[config.mk]
export PLATFORM = sky130hd
export DESIGN_NAME = pio_strobe_timer
export DESIGN_NICKNAME = d
export VERILOG_FILES = /design/src/rtl/pio_timing_pkg.sv /design/src/rtl/pio_cfg_regs.sv /design/src/rtl/pio_phase_ctrl.sv /design/src/rtl/pio_strobe_timer.sv
export SDC_FILE = /design/constraint.sdc
export NUM_CORES = 1
export LEC_CHECK = 0
export BUFFER_PORTS_ARGS = -buffer_cell sky130_fd_sc_hd__buf_2
export CAP_MARGIN = 20
export CORE_MARGIN = 2
export CORE_UTILIZATION = 60
export CTS_BUF_LIST = sky130_fd_sc_hd__clkbuf_8
export DETAILED_ROUTE_END_ITERATION = 8
export PLACE_DENSITY_LB_ADDON = 0.2
export SLEW_MARGIN = 20
export SYNTH_ARGS = -nofsm -noshare
export SYNTH_HDL_FRONTEND = slang
export SYNTH_SLANG_ARGS = --single-unit
[constraint.sdc]
create_clock -name clk -period 3.3 [get_ports clk]
set_input_delay 0.495 -clock clk [delete_from_list [all_inputs] [get_ports clk]]
set_output_delay 0.495 -clock clk [all_outputs]
set_load 0.03 [all_outputs]
[src/rtl/pio_timing_pkg.sv]
package pio_timing_pkg;
    typedef enum logic [1:0] {
        PH_IDLE   = 2'd0,
        PH_SETUP  = 2'd1,
        PH_ACTIVE = 2'd2,
        PH_RECOV  = 2'd3
    } phase_e;
endpackage

[src/rtl/pio_cfg_regs.sv]
module pio_cfg_regs #(
    parameter int DRIVES = 4,
    parameter int CNT_W  = 4,
    parameter int SET_W  = 2,
    parameter logic [CNT_W-1:0] PULSE_RST = 4'b1010,
    parameter logic [CNT_W-1:0] RECOV_RST = 4'b1000
) (
    input  logic                        clk,
    input  logic                        rst_n,
    input  logic                        cfg_wr,
    input  logic                        cfg_sel,
    input  logic [DRIVES*2*CNT_W-1:0]   cfg_wdata,
    input  logic [$clog2(DRIVES)-1:0]   drive_sel,
    output logic [SET_W-1:0]            sel_setup,
    output logic [CNT_W-1:0]            sel_pulse,
    output logic [CNT_W-1:0]            sel_recov
);
    localparam int WORD_W = DRIVES * 2 * CNT_W;
    localparam int SREG_W = DRIVES * SET_W;
    localparam logic [WORD_W-1:0] WORD_RST = {DRIVES{PULSE_RST, RECOV_RST}};
    localparam logic [SREG_W-1:0] SREG_RST = {SREG_W{1'b1}};

    typedef struct packed {
        logic [WORD_W-1:0] timing;
        logic [SREG_W-1:0] setup;
    } regs_t;

    regs_t regs_d, regs_q;

    always_comb begin
        regs_d = regs_q;
        if (cfg_wr) begin
            if (cfg_sel)
                regs_d.setup = cfg_wdata[SREG_W-1:0];
            else
                regs_d.timing = cfg_wdata;
        end
    end

    always_ff @(posedge clk or negedge rst_n) begin
        if (!rst_n) begin
            regs_q.timing <= WORD_RST;
            regs_q.setup  <= SREG_RST;
        end else begin
            regs_q <= regs_d;
        end
    end

    // Per-drive field slicing: drive 0 occupies the most significant fields.
    logic [CNT_W-1:0] pulse_f [DRIVES];
    logic [CNT_W-1:0] recov_f [DRIVES];
    logic [SET_W-1:0] setup_f [DRIVES];

    for (genvar d = 0; d < DRIVES; d++) begin : g_drive
        localparam int PHI = WORD_W - 1 - 2 * CNT_W * d;
        localparam int RHI = PHI - CNT_W;
        localparam int SHI = SREG_W - 1 - SET_W * d;
        assign pulse_f[d] = regs_q.timing[PHI -: CNT_W];
        assign recov_f[d] = regs_q.timing[RHI -: CNT_W];
        assign setup_f[d] = regs_q.setup[SHI -: SET_W];
    end

    assign sel_pulse = pulse_f[drive_sel];
    assign sel_recov = recov_f[drive_sel];
    assign sel_setup = setup_f[drive_sel];

    // a write only changes the targeted register
    assert_write_target_R8: assert property (@(posedge clk) disable iff (!rst_n)
        (cfg_wr && cfg_sel) |=> $stable(regs_q.timing));
endmodule

[src/rtl/pio_phase_ctrl.sv]
module pio_phase_ctrl
    import pio_timing_pkg::*;
#(
    parameter int CNT_W = 4,
    parameter int SET_W = 2
) (
    input  logic             clk,
    input  logic             rst_n,
    input  logic             req,
    input  logic             req_read,
    input  logic [SET_W-1:0] ld_setup,
    input  logic [CNT_W-1:0] ld_pulse,
    input  logic [CNT_W-1:0] ld_recov,
    output logic             busy,
    output logic             done,
    output logic             rd_n,
    output logic             wr_n
);
    typedef struct packed {
        phase_e           phase;
        logic [CNT_W-1:0] cnt;
        logic [CNT_W-1:0] pulse;
        logic [CNT_W-1:0] recov;
        logic             is_read;
        logic             done;
    } ctl_t;

    ctl_t ctl_d, ctl_q;
    logic cnt_zero;

    assign cnt_zero = (ctl_q.cnt == '0);

    always_comb begin
        ctl_d      = ctl_q;
        ctl_d.done = 1'b0;
        unique case (ctl_q.phase)
            PH_IDLE: begin
                if (req) begin
                    ctl_d.phase   = PH_SETUP;
                    ctl_d.cnt     = CNT_W'(ld_setup);
                    ctl_d.pulse   = ld_pulse;
                    ctl_d.recov   = ld_recov;
                    ctl_d.is_read = req_read;
                end
            end
            PH_SETUP: begin
                if (cnt_zero) begin
                    ctl_d.phase = PH_ACTIVE;
                    ctl_d.cnt   = ctl_q.pulse;
                end else begin
                    ctl_d.cnt = ctl_q.cnt - CNT_W'(1);
                end
            end
            PH_ACTIVE: begin
                if (cnt_zero) begin
                    ctl_d.phase = PH_RECOV;
                    ctl_d.cnt   = ctl_q.recov;
                end else begin
                    ctl_d.cnt = ctl_q.cnt - CNT_W'(1);
                end
            end
            PH_RECOV: begin
                if (cnt_zero) begin
                    ctl_d.phase = PH_IDLE;
                    ctl_d.done  = 1'b1;
                end else begin
                    ctl_d.cnt = ctl_q.cnt - CNT_W'(1);
                end
            end
            default: ctl_d.phase = PH_IDLE;
        endcase
    end

    always_ff @(posedge clk or negedge rst_n) begin
        if (!rst_n) begin
            ctl_q <= '{phase: PH_IDLE, cnt: '0, pulse: '0, recov: '0,
                       is_read: 1'b0, done: 1'b0};
        end else begin
            ctl_q <= ctl_d;
        end
    end

    assign busy = (ctl_q.phase != PH_IDLE);
    assign done = ctl_q.done;
    assign rd_n = !((ctl_q.phase == PH_ACTIVE) && ctl_q.is_read);
    assign wr_n = !((ctl_q.phase == PH_ACTIVE) && !ctl_q.is_read);

    assert_one_strobe_R5: assert property (@(posedge clk) disable iff (!rst_n)
        !(!rd_n && !wr_n));

    assert_done_follows_recov_R6: assert property (@(posedge clk) disable iff (!rst_n)
        (ctl_q.phase == PH_RECOV && cnt_zero) |=> (done && !busy));

    assert_done_only_idle_R6: assert property (@(posedge clk) disable iff (!rst_n)
        done |-> !busy);

    assert_busy_ignores_req_R7: assert property (@(posedge clk) disable iff (!rst_n)
        (busy && req) |=> ($stable(ctl_q.is_read) && $stable(ctl_q.pulse)));

    assert_active_holds_R3: assert property (@(posedge clk) disable iff (!rst_n)
        (ctl_q.phase == PH_ACTIVE && !cnt_zero) |=> (ctl_q.phase == PH_ACTIVE));

    assert_phase_order_R9: assert property (@(posedge clk) disable iff (!rst_n)
        (ctl_q.phase == PH_ACTIVE) |-> ($past(ctl_q.phase) == PH_SETUP ||
                                         $past(ctl_q.phase) == PH_ACTIVE));

    assert_recov_order_R9: assert property (@(posedge clk) disable iff (!rst_n)
        (ctl_q.phase == PH_RECOV) |-> ($past(ctl_q.phase) == PH_ACTIVE ||
                                        $past(ctl_q.phase) == PH_RECOV));
endmodule

[src/rtl/pio_strobe_timer.sv]
module pio_strobe_timer #(
    parameter int DRIVES = 4,
    parameter int CNT_W  = 4,
    parameter int SET_W  = 2
) (
    input  logic                        clk,
    input  logic                        rst_n,
    input  logic                        cfg_wr,
    input  logic                        cfg_sel,
    input  logic [DRIVES*2*CNT_W-1:0]   cfg_wdata,
    input  logic                        req,
    input  logic [$clog2(DRIVES)-1:0]   req_drive,
    input  logic                        req_read,
    output logic                        busy,
    output logic                        done,
    output logic                        rd_n,
    output logic                        wr_n
);
    logic [SET_W-1:0] sel_setup;
    logic [CNT_W-1:0] sel_pulse;
    logic [CNT_W-1:0] sel_recov;

    pio_cfg_regs #(
        .DRIVES (DRIVES),
        .CNT_W  (CNT_W),
        .SET_W  (SET_W)
    ) regs_i (
        .clk       (clk),
        .rst_n     (rst_n),
        .cfg_wr    (cfg_wr),
        .cfg_sel   (cfg_sel),
        .cfg_wdata (cfg_wdata),
        .drive_sel (req_drive),
        .sel_setup (sel_setup),
        .sel_pulse (sel_pulse),
        .sel_recov (sel_recov)
    );

    pio_phase_ctrl #(
        .CNT_W (CNT_W),
        .SET_W (SET_W)
    ) ctrl_i (
        .clk      (clk),
        .rst_n    (rst_n),
        .req      (req),
        .req_read (req_read),
        .ld_setup (sel_setup),
        .ld_pulse (sel_pulse),
        .ld_recov (sel_recov),
        .busy     (busy),
        .done     (done),
        .rd_n     (rd_n),
        .wr_n     (wr_n)
    );

    // strobes idle high whenever nothing is in progress
    assert_idle_strobes_R1: assert property (@(posedge clk) disable iff (!rst_n)
        !busy |-> (rd_n && wr_n));
endmodule

==> flow_metrics.py <==
metrics = {
    "floorplan": {
        "die_h_um": 71.0,
        "coreArea_sq_mm": 0.00432,
        "dieArea_sq_mm": 0.00504,
        "start_util": 0.622,
        "die_w_um": 71.0,
        "io_pins": 44,
        "fp-row-count": 24,
    },
    "placed_design": {
        "port_buffers": 43,
        "dp.cells": 268,
        "place.gp.congestion": 0.824,
        "dp_hpwl_um": 3710,
    },
    "setup_path": {
        "cpLargestDelayFamily": "flip-flops",
        "critPathKind": "reg2out",
        "critPathSlowestCell": "dfrtp_1",
        "crit_path_end_kind": "primary output",
        "crit_path_start": "ctrl_i.ctl_q[14]",
        "cp.depth": 4,
        "r2r_cells": 6,
        "path_buf_inv": 2,
        "slowest_delay_ns": 0.43,
        "r2r_setup_slack_ns": 1.36,
        "required_ns": 2.80,
        "rr_endpoint": "ctrl_i.ctl_q[12]",
        "critPathArrivalTime_ns": 1.57,
        "crit-reg2reg-launch": "ctrl_i.ctl_q[14]",
        "endpoint": "rd_n",
        "cp-start-kind": "flip-flop",
        "crit_fanout": 8,
        "path_cells": "inv_1 -> ha_1 -> nand2_1 -> buf_2",
    },
    "final_layout": {
        "nets": 270,
        "antenna_cells": 0,
        "instances_no_fill": 276,
        "multiInputGateArea_sq_mm": 0.00120,
        "filler_cell_count": 322,
        "seq_area_sq_mm": 0.00143,
        "layout-drive-gt1-share": 0.554,
        "synthToLayoutAreaGrowth_pct": 13.7,
    },
    "cts": {
        "cts-root-buf": "clkbuf_8",
        "cts.clk_slew.worst_paths_ns": 0.10,
        "post_cts_buffers": 0,
        "hold_buffers": 0,
        "cts.path.max_buffers": 2,
        "cts_num_sinks": 56,
        "cts_buffers": 5,
        "cts_tree": "built",
        "cts_resized": 0,
        "cts_max_level": 2,
        "clk_latency_ns": 0.30,
    },
    "timing": {
        "whs_ns": 0.269,
        "drv_slew": 0,
        "fin_skew_ns": 0.0128,
        "relSlewSlack": 0.468,
        "finalHoldViolCount": 0,
        "final-setup-viol-count": 0,
        "tns_ns": 0,
        "rsz0062_at_grt": "no",
        "min_period_ns": 2.06,
        "worstMarginPinSlew_ns": 0.798,
        "clock.fmax_mhz": 485,
        "post-route-period-util": 0.625,
    },
    "yosys": {
        "synth_area_leaders": "dfrtp_1 (33%), mux2_2 (20%), dfstp_2 (20%)",
        "synth-seq-area-share": 0.530,
        "netlist_area_sq_mm": 0.00269,
        "ys_ff_latch": 56,
        "syn-num-nets": 226,
        "synth_edf_count": 0,
        "ys_async_sr_fraction": 1.00,
        "yosys.area.top_type_share": 0.335,
        "synthFlopType": "dfrtp_1",
        "synth_top_cell_by_area": "dfrtp_1",
        "yosys_warnings": 0,
        "syn_inst": 179,
        "syn_area_per_cell_sq_um": 15.0,
        "synthDistinctLibCells": 35,
    },
    "route": {
        "viasPerCell": 5.98,
        "drt_iter0_markers": 53,
        "vias": 1650,
        "postRouteAntennaNets": 0,
        "wl_per_cell_um": 18.6,
        "drcViolationCount": 0,
        "firstDrtPassIters": 5,
        "routed_wl_um": 5130,
    },
    "grt": {
        "grt_start_max_net_pins": 36,
        "grt.total_usage": 0.219,
        "grt_pass1_wl_um": 8540,
        "grt_pass1_vias": 1836,
        "overflow": 0,
        "antenna_found_initial": 0,
    },
    "pwr": {
        "internal-power_mw": 1.51,
        "net-switching-power_uw": 719,
        "power.leakage_nw": 1.34,
        "power_density_mw_per_mm2": 728,
        "swShare": 0.322,
        "comb_power_share": 0.354,
        "sequentialPowerShare": 0.443,
        "peakVddDrop_v": 0.000474,
        "clkPwrFrac": 0.203,
    },
    "worst_hold_path": {
        "hp-class": "in2async",
    },
    "status": {
        "status": "completed",
    },
    "run": {
        "max-cap-violations": 0,
    },
}
-- cell type report --
cell class | count | area share
Clock buffer | 6 | 0.0270
Tap cell | 52 | 0.0213
Sequential cell | 56 | 0.466
Clock inverter | 2 | 0.0110
Multi-Input combinational cell | 109 | 0.392
Inverter | 6 | 0.00736
Timing Repair Buffer | 45 | 0.0752
-- cells in the final DEF, fill, tap and decap left out, types with 2 or more instances in the layout --
cell	n
mux4_1	9
mux2_2	48
nand2b_1	2
mux2_1	2
a22oi_1	4
buf_2	43
o21ai_0	2
inv_1	6
ha_1	7
o31ai_1	3
o32ai_1	2
dfstp_2	20
nand2_1	6
nor3_1	3
dfrtp_1	36
nor2_1	3
buf_4	2
a22o_1	2
clkbuf_8	6
-- routing by layer --
metal  wire [um]  up-vias  part of all wire  GRT usage
met5           0        -                 0          0
met1        2190      840              0.43      0.265
met3         186        8             0.036     0.0499
met2        2680       44              0.52      0.385
met4          69        0             0.013     0.0818
li1            -      758                 -          -
-- power by group through the flow --
stage / logic, mW / registers [mW] / clock network [mW]
4_1_cts: 0.795 / 0.986 / 0.468
5_1_grt: 0.861 / 1.01 / 0.493
2_1_floorplan: 0.606 / 0.964 / 0
3_5_place_dp: 0.791 / 0.998 / 0
6_report: 0.790 / 0.987 / 0.452
3_3_place_gp: 0.739 / 0.982 / 0
-- flip-flops by register name, indices dropped and copies added, names as in the netlist --
| name | cells |
|---|---|
| regs_i.setup_f | 8 |
| regs_i.pulse_f | 16 |
| ctrl_i.done | 1 |
| regs_i.recov_f | 16 |
| ctrl_i.ctl_q | 15 |
-- logic make-up (layout without fill, tap and decap cells) --
family,after synthesis,after routing,synth area share
AOI/OAI and AO/OA,18,18,0.0521
muxes,60,60,0.305
and+or+nand+nor,24,24,0.0549
buffers and inverters,14,59,0.0251
adders and majority gates,7,7,0.0325
DFF,56,56,0.530
-- stage by stage --
stage	power, mW	setup WS (ns)	area (sq um)	utilization
final	2.23	1.24	3060	0.708
after floorplan	1.57	1.67	2690	-
after global placement	1.72	1.52	2940	0.681
after CTS	2.25	1.22	3060	0.708
after detailed placement	1.79	1.40	2940	0.681
after global routing	2.36	1.14	3060	0.708
-- how the worst min path moves through the flow --
stage,startpoint,to,slack (ns)
global placement,regs_i.pulse_f[2],regs_i.pulse_f[2],0.46
global route,rst_n,ctrl_i.ctl_q[1],0.32
CTS,rst_n,ctrl_i.ctl_q[12],0.29
finish,rst_n,ctrl_i.ctl_q[12],0.27
floorplan,rst_n,ctrl_i.ctl_q[10],0.20
detailed placement,regs_i.pulse_f[2],regs_i.pulse_f[2],0.49
-- Yosys cell counts (3+ instances only) --
library cell / instances
nor3_1: 3
mux2_2: 48
dfrtp_1: 36
ha_1: 7
dfstp_2: 20
inv_1: 6
nor2_1: 3
a22oi_1: 4
buf_2: 3
clkbuf_2: 3
nand2_1: 6
mux4_1: 9
o31ai_1: 3
Note: power is estimated with default switching activity, not from simulation.
